<file path="src/rtl/hazard_pkg.sv">
package hazard_pkg;
  typedef enum logic [1:0] {
    BYP_NONE = 2'b00,
    BYP_WB   = 2'b01,
    BYP_MEM  = 2'b10
  } byp_sel_e;

  localparam int unsigned NUM_SRC = 2;
endpackage

</file>
<file path="src/rtl/fwd_select.sv">
module fwd_select
  import hazard_pkg::*;
#(
  parameter int unsigned REG_AW = 5
) (
  input  logic [REG_AW-1:0] src,
  input  logic [REG_AW-1:0] mem_dst,
  input  logic              mem_wr_en,
  input  logic [REG_AW-1:0] wb_dst,
  input  logic              wb_wr_en,
  output byp_sel_e          sel
);
  localparam logic [REG_AW-1:0] ZERO_REG = '0;

  logic mem_hit;
  logic wb_hit;

  assign mem_hit = mem_wr_en && (mem_dst != ZERO_REG) && (mem_dst == src);
  assign wb_hit  = wb_wr_en  && (wb_dst  != ZERO_REG) && (wb_dst  == src);

  always_comb begin
    sel = BYP_NONE;
    if (mem_hit)     sel = BYP_MEM;
    else if (wb_hit) sel = BYP_WB;
  end

  always_comb begin
    a_r1_legal_code: assert (sel != 2'b11);
    a_r4_mem_first: assert (!(mem_hit && wb_hit) || sel == BYP_MEM);
    a_r5_no_zero_bypass: assert (src != ZERO_REG || sel == BYP_NONE);
  end
endmodule

</file>
<file path="src/rtl/loaduse_detect.sv">
module loaduse_detect
  import hazard_pkg::*;
#(
  parameter int unsigned REG_AW = 5,
  parameter int unsigned N_SRC  = NUM_SRC
) (
  input  logic [REG_AW-1:0] srcs [N_SRC],
  input  logic [REG_AW-1:0] mem_dst,
  input  logic              mem_wr_en,
  input  logic              mem_is_load,
  output logic              hazard
);
  localparam logic [REG_AW-1:0] ZERO_REG = '0;

  logic [N_SRC-1:0] hit;
  logic             load_writes;

  assign load_writes = mem_is_load && mem_wr_en && (mem_dst != ZERO_REG);

  for (genvar g = 0; g < N_SRC; g++) begin : g_src
    assign hit[g] = load_writes && (mem_dst == srcs[g]);
  end

  assign hazard = |hit;

  always_comb begin
    a_r8_needs_load: assert (mem_is_load || !hazard);
  end
endmodule

</file>
<file path="src/rtl/stage_ctrl.sv">
module stage_ctrl (
  input  logic load_hz,
  input  logic br_taken,
  output logic pc_en,
  output logic ifid_en,
  output logic idex_en,
  output logic ifid_clr,
  output logic idex_clr,
  output logic exmem_clr
);
  logic stall;

  assign stall = load_hz && !br_taken;

  always_comb begin
    pc_en     = !stall;
    ifid_en   = !stall;
    idex_en   = !stall;
    ifid_clr  = br_taken;
    idex_clr  = br_taken;
    exmem_clr = stall;
  end

  always_comb begin
    a_r7_freeze_front: assert (!(load_hz && !br_taken) || (!pc_en && !ifid_en && exmem_clr));
    a_r9_flush_pair: assert (ifid_clr == idex_clr);
    a_r11_branch_wins: assert (!br_taken || (pc_en && !exmem_clr));
    a_r10_no_stray_clear: assert (br_taken || load_hz || !(ifid_clr || idex_clr || exmem_clr));
  end
endmodule

</file>
<file path="src/rtl/hazard_fwd_unit.sv">
module hazard_fwd_unit
  import hazard_pkg::*;
#(
  parameter int unsigned REG_AW = 5
) (
  input  logic [REG_AW-1:0] ex_src_a,
  input  logic [REG_AW-1:0] ex_src_b,
  input  logic [REG_AW-1:0] mem_dst,
  input  logic              mem_wr_en,
  input  logic              mem_is_load,
  input  logic [REG_AW-1:0] wb_dst,
  input  logic              wb_wr_en,
  input  logic              br_taken,
  output logic [1:0]        fwd_sel_a,
  output logic [1:0]        fwd_sel_b,
  output logic              pc_en,
  output logic              ifid_en,
  output logic              idex_en,
  output logic              ifid_clr,
  output logic              idex_clr,
  output logic              exmem_clr
);
  logic [REG_AW-1:0] srcs [NUM_SRC];
  byp_sel_e          sels [NUM_SRC];
  logic              load_hz;

  assign srcs[0] = ex_src_a;
  assign srcs[1] = ex_src_b;

  for (genvar g = 0; g < NUM_SRC; g++) begin : g_opnd
    fwd_select #(.REG_AW(REG_AW)) i_sel (
      .src       (srcs[g]),
      .mem_dst   (mem_dst),
      .mem_wr_en (mem_wr_en),
      .wb_dst    (wb_dst),
      .wb_wr_en  (wb_wr_en),
      .sel       (sels[g])
    );
  end

  assign fwd_sel_a = sels[0];
  assign fwd_sel_b = sels[1];

  loaduse_detect #(.REG_AW(REG_AW), .N_SRC(NUM_SRC)) i_lu (
    .srcs        (srcs),
    .mem_dst     (mem_dst),
    .mem_wr_en   (mem_wr_en),
    .mem_is_load (mem_is_load),
    .hazard      (load_hz)
  );

  stage_ctrl i_ctrl (
    .load_hz   (load_hz),
    .br_taken  (br_taken),
    .pc_en     (pc_en),
    .ifid_en   (ifid_en),
    .idex_en   (idex_en),
    .ifid_clr  (ifid_clr),
    .idex_clr  (idex_clr),
    .exmem_clr (exmem_clr)
  );

  always_comb begin
    a_r6_shared_mem_hit: assert (!(ex_src_a == ex_src_b) || fwd_sel_a == fwd_sel_b);
  end
endmodule

</file>
<file path="config.mk">
export PLATFORM = sky130hd
export DESIGN_NAME = hazard_fwd_unit
export DESIGN_NICKNAME = d
export VERILOG_FILES = /design/src/rtl/hazard_pkg.sv /design/src/rtl/fwd_select.sv /design/src/rtl/loaduse_detect.sv /design/src/rtl/stage_ctrl.sv /design/src/rtl/hazard_fwd_unit.sv
export SDC_FILE = /design/constraint.sdc
export NUM_CORES = 1
export LEC_CHECK = 0
export ABC_CLOCK_PERIOD_IN_PS = 1110
export BUFFER_PORTS_ARGS = -buffer_cell sky130_fd_sc_hd__buf_2
export CAP_MARGIN = 20
export CORE_AREA = 3 3 40 42
export DETAILED_ROUTE_END_ITERATION = 10
export DIE_AREA = 0 0 43 45
export PLACE_DENSITY = 0.73
export SYNTH_ARGS = -nofsm -noshare
export SYNTH_HDL_FRONTEND = slang
export SYNTH_HIERARCHICAL = 1
export SYNTH_SLANG_ARGS = --single-unit
</file>
<file path="constraint.sdc">
create_clock -name vclk -period 1.11
set_input_delay 0.111 -clock vclk [all_inputs]
set_output_delay 0.111 -clock vclk [all_outputs]
set_load 0.01 [all_outputs]
</file>
==> run metrics <==
Reg area 0 um^2; DP HPWL 1370 um; worst rel slew slack 80.6%; metal2 WL 1010 um; crit path time final 1330 ps; IO Port Bufs 34; max-slew violations 0; cell count after synthesis 65; Yosys top cell area share 24.9%; leading area contributor after synthesis xnor2_1; Design Area, Final 975 um^2; via count 648; P_leak 0.430 nW; Hold Fails Final Rpt 0; CP Max Fanout 3; max-cap viol count 0; Hold Crit Class in -> out; GP Congestion 0.777; Unique masters post-synth 16; Via-to-Cell Ratio 5.14; DR WL met3 99 um; syn_nets 89; Starting Density 38.4%; CP required 1000 ps; fmax 0.750 GHz; Crit. End Element primary output; GRT Total Usage 20.5%; row cnt 13; status finished with violations; Synth Warn # 6; Ant. Diodes 0; Placed Area 753 um^2; final wirelength 1920 um; kind of critical path in -> out; Floorplan Core Area 0.00128 mm^2; first-pass GRT wire length 3050 um; mapped cell area 493 um^2; largest net degree at the start of global routing 8; Iteration-0 DRC Markers 5; fill count 98; FFs & Latches 0; Final period util 120%; vias in the first global route 725; cell area power density 386 mW/mm^2; initial antenna violation count 0; peak supply drop 198 uV; final worst slack -223 ps; crit path DAT 1220 ps; Syn Area/Cell 7.58 um^2; area of the multi-input gates 549 um^2; Area Overhead vs Synth 97.7%; die height 45 um; die area 0.00194 mm^2; Met1 Wirelength 712 um; Die Width 43 um; Slew @ Worst Pin 288 ps; # IOs 34; clock buf count 0; WL/cell 15.2 um; Overflow after GRT 0; drt pass-1 iters 2; drc violations 0; # setup viols final 8; top sig layer met4; TNS Setup -1180 ps; Startpoint Class input pin; antenna-violating nets left 0; fraction of layout cells with a size suffix above 1 64.0%; largest cells by area after synthesis xnor2_1 25%, xor2_1 21%, buf_4 9.1%, o41ai_2 6.6%, nand3_1 6.1%; sequential area share after synthesis 0%; CTS Hold Buffers Added 0; failing checks setup timing; Final #Nets 137; unrepaired setup endpoints after global routing true
[Yosys cell counts]
cell,instances
nor2b_1,1
nand3_1,6
a211oi_2,2
a21oi_1,3
nand2_1,4
or4_1,1
xnor2_1,14
nor3_2,2
nand2b_1,1
xor2_1,12
buf_4,6
nor2_1,2
o211ai_2,1
nor4_1,2
o41ai_2,2
nor3_1,6
[worst max-delay path, stage by stage]
cell and delay, ps:
buf_8 100, or4_4 530, o211ai_2 180, a21oi_2 50, nor2b_1 120, buf_2 130
[cell usage in the layout, fill, tap and decap left out, types with 2 or more instances in the layout]
cell / instances
xnor2_1: 7
nor3_2: 2
a211oi_2: 2
nand3_1: 6
buf_6: 11
a21oi_1: 2
buf_2: 27
nand2_1: 4
buf_8: 4
nor3_1: 6
nor2_4: 2
buf_4: 9
xnor2_2: 7
xor2_1: 12
[metrics by stage]
stage | util [%] | setup slack (ps) | hold slack [ps] | instances | power, mW
after global placement | 58.6 | -207 | 443 | 123 | 0.266
final | 75.9 | -223 | 449 | 126 | 0.376
after global routing | 75.9 | -302 | 467 | 126 | 0.403
after CTS | 73.3 | -254 | 453 | 124 | 0.354
after detailed placement | 58.6 | -267 | 451 | 123 | 0.276
after floorplan | - | -108 | 268 | 65 | 0.124
[final cells by class]
cell class         count  area share (%)
repair buffers        52            41.7
well taps             15            1.93
multi-input cells     59            56.4
[layer usage]
layer / up-vias / GRT usage, %
met3: 9 / 1.59
met5: - / 0
met2: 31 / 41.0
met4: 0 / 9.64
met1: 289 / 21.4
li1: 319 / -
[repair_timing]
| item | 4_1_cts | 5_1_grt |
|---|---|---|
| pin swaps | 16 | 7 |
| buffers inserted | 1 | 2 |
| setup endpoints to repair | 8 | 8 |
| gates resized for setup | 37 | 4 |
[cell families (layout without fill, tap and decap cells)]
group | count (synthesis) | in the layout | share of synthesized area [%]
AOI/OAI and AO/OA | 8 | 8 | 17.3
xor gates and xnor gates | 26 | 26 | 46.2
buffers and inverters | 6 | 52 | 9.14
and+or+nand+nor | 25 | 25 | 27.4
[where the power goes]
| group | switching [mW] | internal, mW | leakage [nW] |
|---|---|---|---|
| clock network | 0 | 0 | 0 |
| logic | 0.171 | 0.205 | 0.430 |
| registers | 0 | 0 | 0 |
[final timing paths]
kind,startpoint,endpoint,depth (start not counted)
worst max-delay path,mem_dst[4],exmem_clr,6
worst min-delay path,br_taken,ifid_clr,2
(Power assumes the default switching activity.)
